==> src/rtl/intr_prio_pkg.sv <==
package intr_prio_pkg;

    typedef enum logic [1:0] {
        ST_QUIET = 2'd0,
        ST_WAKE  = 2'd1,
        ST_HOLD  = 2'd2
    } ctl_state_t;

    // Fixed source-to-level table (index 14/15 entries kept for completeness)
    function automatic logic [2:0] src_to_level(input logic [3:0] src);
        logic [2:0] lv;
        unique case (src)
            4'd0, 4'd1, 4'd2:          lv = 3'd1;
            4'd3:                      lv = 3'd2;
            4'd4, 4'd5, 4'd6:          lv = 3'd3;
            4'd7, 4'd8, 4'd9, 4'd10:   lv = 3'd4;
            4'd11, 4'd12:              lv = 3'd5;
            4'd13, 4'd14:              lv = 3'd6;
            default:                   lv = 3'd7;
        endcase
        return lv;
    endfunction

endpackage

==> src/rtl/intr_bit_regs.sv <==
// Set/clear register: bit REG_W-1 of write data selects set or clear,
// external set pulses OR in after the write.
module intr_bit_regs #(
    parameter int REG_W = 16
) (
    input  logic             clk,
    input  logic             rst,
    input  logic             wr_en,
    input  logic [REG_W-1:0] wr_data,
    input  logic [REG_W-2:0] set_in,
    output logic [REG_W-1:0] q
);
    localparam int DATA_W = REG_W - 1;

    logic [DATA_W-1:0] bits_q;
    logic              set_mode;

    assign set_mode = wr_data[REG_W-1];

    for (genvar b = 0; b < DATA_W; b++) begin : g_bit
        logic nxt;
        always_comb begin
            nxt = bits_q[b];
            if (wr_en && wr_data[b]) begin
                nxt = set_mode;
            end
            if (set_in[b]) begin
                nxt = 1'b1;
            end
        end
        always_ff @(posedge clk) begin
            if (rst) begin
                bits_q[b] <= 1'b0;
            end else begin
                bits_q[b] <= nxt;
            end
        end
    end

    assign q = {1'b0, bits_q};

endmodule

==> src/rtl/intr_prio_scan.sv <==
// Highest-index-wins priority encoder over N pending bits.
module intr_prio_scan #(
    parameter int N     = 14,
    parameter int IDX_W = $clog2(N)
) (
    input  logic [N-1:0]     pend,
    output logic             found,
    output logic [IDX_W-1:0] idx
);
    always_comb begin
        found = 1'b0;
        idx   = '0;
        for (int i = 0; i < N; i++) begin
            if (pend[i]) begin
                found = 1'b1;
                idx   = IDX_W'(i);
            end
        end
    end
endmodule

==> src/rtl/intr_level_map.sv <==
// Source index to processor level translation.
module intr_level_map #(
    parameter int IDX_W = 4,
    parameter int LVL_W = 3
) (
    input  logic [IDX_W-1:0] src,
    output logic [LVL_W-1:0] level
);
    import intr_prio_pkg::*;

    logic [3:0] src4;
    assign src4  = 4'(src);
    assign level = LVL_W'(src_to_level(src4));
endmodule

==> src/rtl/intr_prio_ctrl.sv <==
module intr_prio_ctrl #(
    parameter int          REG_W      = 16,
    parameter int          SRC_N      = 14,
    parameter int          MASTER_BIT = 14,
    parameter int          LVL_W      = 3,
    parameter int          ADDR_W     = 32,
    parameter logic [31:0] VEC_BASE   = 32'h60,
    parameter int          IDX_W      = $clog2(SRC_N)
) (
    input  logic              clk,
    input  logic              rst,
    input  logic              req_wr_en,
    input  logic [REG_W-1:0]  req_wr_data,
    input  logic              ena_wr_en,
    input  logic [REG_W-1:0]  ena_wr_data,
    input  logic [SRC_N-1:0]  periph_req,
    input  logic [LVL_W-1:0]  cpu_ipl_mask,
    input  logic [ADDR_W-1:0] vbr,
    input  logic              cpu_stopped,
    output logic [REG_W-1:0]  req_reg,
    output logic [REG_W-1:0]  ena_reg,
    output logic              irq_valid,
    output logic [LVL_W-1:0]  irq_level,
    output logic [IDX_W-1:0]  irq_source,
    output logic [ADDR_W-1:0] vector_addr,
    output logic              wake_pulse
);
    import intr_prio_pkg::*;

    localparam int PAD_W = REG_W - 1 - SRC_N;

    // ---------------- registers ----------------
    logic [REG_W-2:0] req_set;
    logic [REG_W-2:0] ena_set;

    if (PAD_W > 0) begin : g_pad
        assign req_set = {{PAD_W{1'b0}}, periph_req};
    end else begin : g_nopad
        assign req_set = periph_req[REG_W-2:0];
    end
    assign ena_set = '0;

    intr_bit_regs #(.REG_W(REG_W)) u_req (
        .clk     (clk),
        .rst     (rst),
        .wr_en   (req_wr_en),
        .wr_data (req_wr_data),
        .set_in  (req_set),
        .q       (req_reg)
    );

    intr_bit_regs #(.REG_W(REG_W)) u_ena (
        .clk     (clk),
        .rst     (rst),
        .wr_en   (ena_wr_en),
        .wr_data (ena_wr_data),
        .set_in  (ena_set),
        .q       (ena_reg)
    );

    // ---------------- scan and map ----------------
    logic [SRC_N-1:0] pend;
    logic             any_pend;
    logic [IDX_W-1:0] win_idx;
    logic [LVL_W-1:0] win_lvl;
    logic             hit;

    assign pend = req_reg[SRC_N-1:0] & ena_reg[SRC_N-1:0];

    intr_prio_scan #(.N(SRC_N), .IDX_W(IDX_W)) u_scan (
        .pend  (pend),
        .found (any_pend),
        .idx   (win_idx)
    );

    intr_level_map #(.IDX_W(IDX_W), .LVL_W(LVL_W)) u_map (
        .src   (win_idx),
        .level (win_lvl)
    );

    assign hit = ena_reg[MASTER_BIT] && any_pend && (win_lvl > cpu_ipl_mask);

    // ---------------- controller ----------------
    ctl_state_t state_q;
    ctl_state_t state_d;

    always_comb begin
        state_d = state_q;
        unique case (state_q)
            ST_QUIET: begin
                if (hit) begin
                    state_d = cpu_stopped ? ST_WAKE : ST_HOLD;
                end
            end
            ST_WAKE: begin
                state_d = hit ? ST_HOLD : ST_QUIET;
            end
            ST_HOLD: begin
                if (!hit) begin
                    state_d = ST_QUIET;
                end else if (cpu_stopped) begin
                    state_d = ST_WAKE;
                end
            end
            default: state_d = ST_QUIET;
        endcase
    end

    always_ff @(posedge clk) begin
        if (rst) begin
            state_q <= ST_QUIET;
        end else begin
            state_q <= state_d;
        end
    end

    // ---------------- registered outputs ----------------
    logic [ADDR_W-1:0] vec_d;
    assign vec_d = vbr + ADDR_W'(VEC_BASE) + (ADDR_W'(win_lvl) << 2);

    always_ff @(posedge clk) begin
        if (rst) begin
            irq_valid   <= 1'b0;
            irq_level   <= '0;
            irq_source  <= '0;
            vector_addr <= '0;
            wake_pulse  <= 1'b0;
        end else begin
            irq_valid   <= hit;
            irq_level   <= hit ? win_lvl : '0;
            irq_source  <= hit ? win_idx : '0;
            vector_addr <= hit ? vec_d : '0;
            wake_pulse  <= (state_d == ST_WAKE);
        end
    end

endmodule

==> config.mk <==
export PLATFORM = sky130hd
export DESIGN_NAME = intr_prio_ctrl
export DESIGN_NICKNAME = d
export VERILOG_FILES = /design/src/rtl/intr_prio_pkg.sv /design/src/rtl/intr_bit_regs.sv /design/src/rtl/intr_prio_scan.sv /design/src/rtl/intr_level_map.sv /design/src/rtl/intr_prio_ctrl.sv
export SDC_FILE = /design/constraint.sdc
export NUM_CORES = 1
export LEC_CHECK = 0
export BUFFER_PORTS_ARGS = -buffer_cell sky130_fd_sc_hd__buf_2
export CAP_MARGIN = 5
export CORE_MARGIN = 1
export CORE_UTILIZATION = 42
export DETAILED_ROUTE_END_ITERATION = 12
export PLACE_DENSITY = 0.76
export SLEW_MARGIN = 20
export SYNTH_ARGS = -nofsm -noshare
export SYNTH_HDL_FRONTEND = slang
export SYNTH_HIERARCHICAL = 1
export SYNTH_SLANG_ARGS = --single-unit
export TNS_END_PERCENT = 1
==> constraint.sdc <==
create_clock -name clk -period 3.44 [get_ports clk]
set_input_delay 0.172 -clock clk [delete_from_list [all_inputs] [get_ports clk]]
set_output_delay 0.172 -clock clk [all_outputs]
set_load 0.02 [all_outputs]
==> results_dict.tcl <==
set metrics [dict create \
    outcome "completed" \
    cp-end-kind "flop" \
    antenna_found_initial 0 \
    routed_via_density 5.40 \
    hold_violations 0 \
    fp.dieW_um 92.9 \
    ctsLongestPathBuffers 2 \
    ctsHtreeMaxLevel 3 \
    cellPowerDensity_nw_per_um2 454 \
    leakage_nw 2.28 \
    clockRootBuffer "clkbuf_8" \
    syn_avg_cell_area_um2 8.88 \
    power.share.clock_pct 33.3 \
    coreArea_um2 7850 \
    clk_latency_ns 0.35 \
    grt_pass1_vias 3421 \
    total_power_mw 2.22 \
    path_clk_slew_ns 0.08 \
    clkSinkCount 72 \
    die_h_um 92.9 \
    ys_ff_latch 72 \
    period_needed_ns 3.43 \
    synth_cell_type_count 52 \
    relSlewSlack_pct 49.0 \
    ant_nets 0 \
    cts_tree "built" \
    max_freq_ghz 0.291 \
    nets 688 \
    drt_wl_total_mm 10.5 \
    setup_violations 0 \
    final_cells 699 \
    grt_max_degree 32 \
    grt_pass1_wl_mm 15.7 \
    crit_path_start_kind "flop" \
    hold_path_class "in2reg" \
    wire_per_inst_um 15.0 \
    ys_seq_area_share_pct 41.5 \
    finalInstanceArea_um2 4900 \
    die_area_um2 8640 \
    dpl-instance-area_um2 4510 \
    seq_power_share_pct 41.4 \
    n_antenna_cell 0 \
    hpwl_mm 7.75 \
    crit_required_ns 3.72 \
    first_iter_violations 117 \
    initial_utilization_pct 44.3 \
    synth_cells 391 \
    crit_fanout 6 \
    critPathArrivalTime_ns 3.71 \
    p_sw_share_pct 30.1 \
    cts_buffers 9 \
    combPwrFrac_pct 25.3 \
    grt_usage_pct 23.5 \
    first_pass_iters 4 \
    layout-drive-gt1-share_pct 38.2 \
    ir_drop_mv 0.271 \
    std_cell_rows 32 \
    max_cap_violations 0 \
    synth.yosys.warnings 6 \
    port_buffers 156 \
    post_cts_hold_buffer_count 0 \
    io_pins 159 \
    p_int_mw 1.55 \
    dp.cells 674 \
    dr_total_vias 3776 \
    grt_remaining_overflow 0 \
    p_switching_mw 0.668 \
    timing.final.crit_share_pct 99.8 \
    area_growth_pct 41.0 \
    n_fill_cell 713 \
    worstSetupPathType "reg2reg" \
    rsz0062_at_grt "true" \
    fin_skew_ns 0.0131 \
    final_util_pct 62.4 \
    place_congestion 0.831 \
    syn_area_um2 3470 \
    tightest_slew_ns 0.758 \
    register_area_um2 1450 \
    drc 0 \
    slew_viol_final 0 \
    multi_input_area_um2 2090 \
]
state kept, by name, indices dropped and copies added, names as in the netlist:
name and count:
u_ena/q 15, irq_valid 1, state_q 1, irq_level 3
u_req/q 15, vector_addr 32, wake_pulse 1, irq_source 4
cell usage after synthesis (all sizes together):
cell	instances	area [um^2]
o41ai	2	17.5
nand2	16	60.1
a31o	2	17.5
o21a	1	7.51
a21o	2	16.3
a21oi	21	109
a211o	1	8.76
or3	5	32.5
nand4	9	62.6
and2	29	181
conb	3	11.3
o21ai	7	35.0
mux2i	2	20.0
a211oi	30	225
clkinv	1	3.75
or2	1	6.26
nor2b	3	18.8
nand3	7	35.0
nor2	49	184
clkbuf	12	45.0
or4	10	75.1
a2111o	1	11.3
ha	9	113
a31oi	1	6.26
nor4	3	18.8
xnor2	5	43.8
buf	9	67.6
and4	4	36.3
and3	4	25.0
a21boi	1	7.51
nor3	3	20.0
a22o	1	8.76
dfxtp	72	1440
xor2	4	35.0
fa	1	20.0
inv	12	45.0
nand4b	2	17.5
o211ai	3	22.5
a311oi	31	272
o31ai	11	82.6
nand3b	1	7.51
critical path, cell delays in order, from the launching register on:
cell and delay [ns]:
dfxtp_2 0.33, and2_1 0.13, nor2b_1 0.12, o21ai_1 0.15
o211ai_1 0.12, a21o_1 0.20, ha_2 0.18, or2_1 0.21
a31o_1 0.27, ha_4 0.18, fa_2 0.41, a2111o_1 0.49
and3_4 0.23, a31o_2 0.21, a21oi_2 0.13
power by group through the flow:
| stage | Clock [mW] | Combinational (mW) | Sequential (mW) |
|---|---|---|---|
| finish | 0.739 | 0.563 | 0.920 |
| global route | 0.785 | 0.618 | 0.925 |
| CTS | 0.749 | 0.522 | 0.919 |
| detailed placement | 0 | 0.514 | 0.938 |
| global placement | 0 | 0.500 | 0.936 |
| floorplan | 0 | 0.242 | 1.00 |
placed cells by master (no fill, tap or decap), types with 5 or more instances in the layout:
cell	n
a211oi_1	30
a21oi_1	18
a311oi_1	30
and2_1	24
and2_4	5
buf_2	156
buf_4	22
clkbuf_8	10
conb_1	34
dfxtp_1	66
dfxtp_2	6
ha_1	7
inv_1	11
nand2_1	16
nand3_1	7
nand4_1	8
nor2_1	47
o31ai_1	11
or4_1	9
through the flow:
stage                     worst slack [ns]  hold WS [ns]  TNS, ns
after CTS                           0.0351        0.0144        0
after floorplan                    0.00653         0.244        0
after detailed placement            -0.116         0.378   -0.634
after global routing                -0.145        0.0217    -1.37
final                              0.00619        0.0244        0
after global placement              0.0228         0.379        0
cells by family (layout without fill, tap and decap cells):
kind of cell	after synthesis	after routing	share of synthesized area, %
fa+ha+maj	10	10	3.82
buf+inv	34	209	4.65
xor+xnor	9	9	2.27
simple gates	146	146	22.5
compound gates	115	115	24.4
mux	2	2	0.576
other cells	3	34	0.324
flops	72	72	41.5
what timing repair did:
| action | 4_1_cts | 5_1_grt |
|---|---|---|
| pin swaps | 3 | 17 |
| setup endpoints to repair | 8 | 27 |
| resized for setup | 3 | 26 |
| setup buffers | 4 | 5 |
layout make-up:
class,instances,area share [%]
Multi-Input combinational cell,316,42.7
Tap cell,102,2.61
Clock inverter,3,1.33
Clock buffer,13,3.04
Sequential cell,72,29.6
Inverter,13,0.996
Timing Repair Buffer,180,19.8
metal layers:
metal	track usage [%]	up-vias	routed length, um	share of wire (%)
li1	-	1843	-	-
met1	27.2	1725	4280	41
met2	40.5	186	5040	48
met3	5.50	22	827	7.9
met4	11.5	0	308	2.9
met5	0	-	0	0
worst paths after layout:
check,start,to,slack (ns),cells past startpoint
worst max-delay path,u_ena/q[1]$_SDFFE_PP0P_,vector_addr[28]$_SDFF_PP0_,0.006,14
worst min register to register,state_q[0]$_SDFF_PP0_,state_q[0]$_SDFF_PP0_,0.53,2
worst max register to register,u_ena/q[1]$_SDFFE_PP0P_,vector_addr[28]$_SDFF_PP0_,0.006,14
worst min-delay path,ena_wr_data[6],u_ena/q[6]$_SDFFE_PP0P_,0.02,2
(Power assumes the default switching activity.)
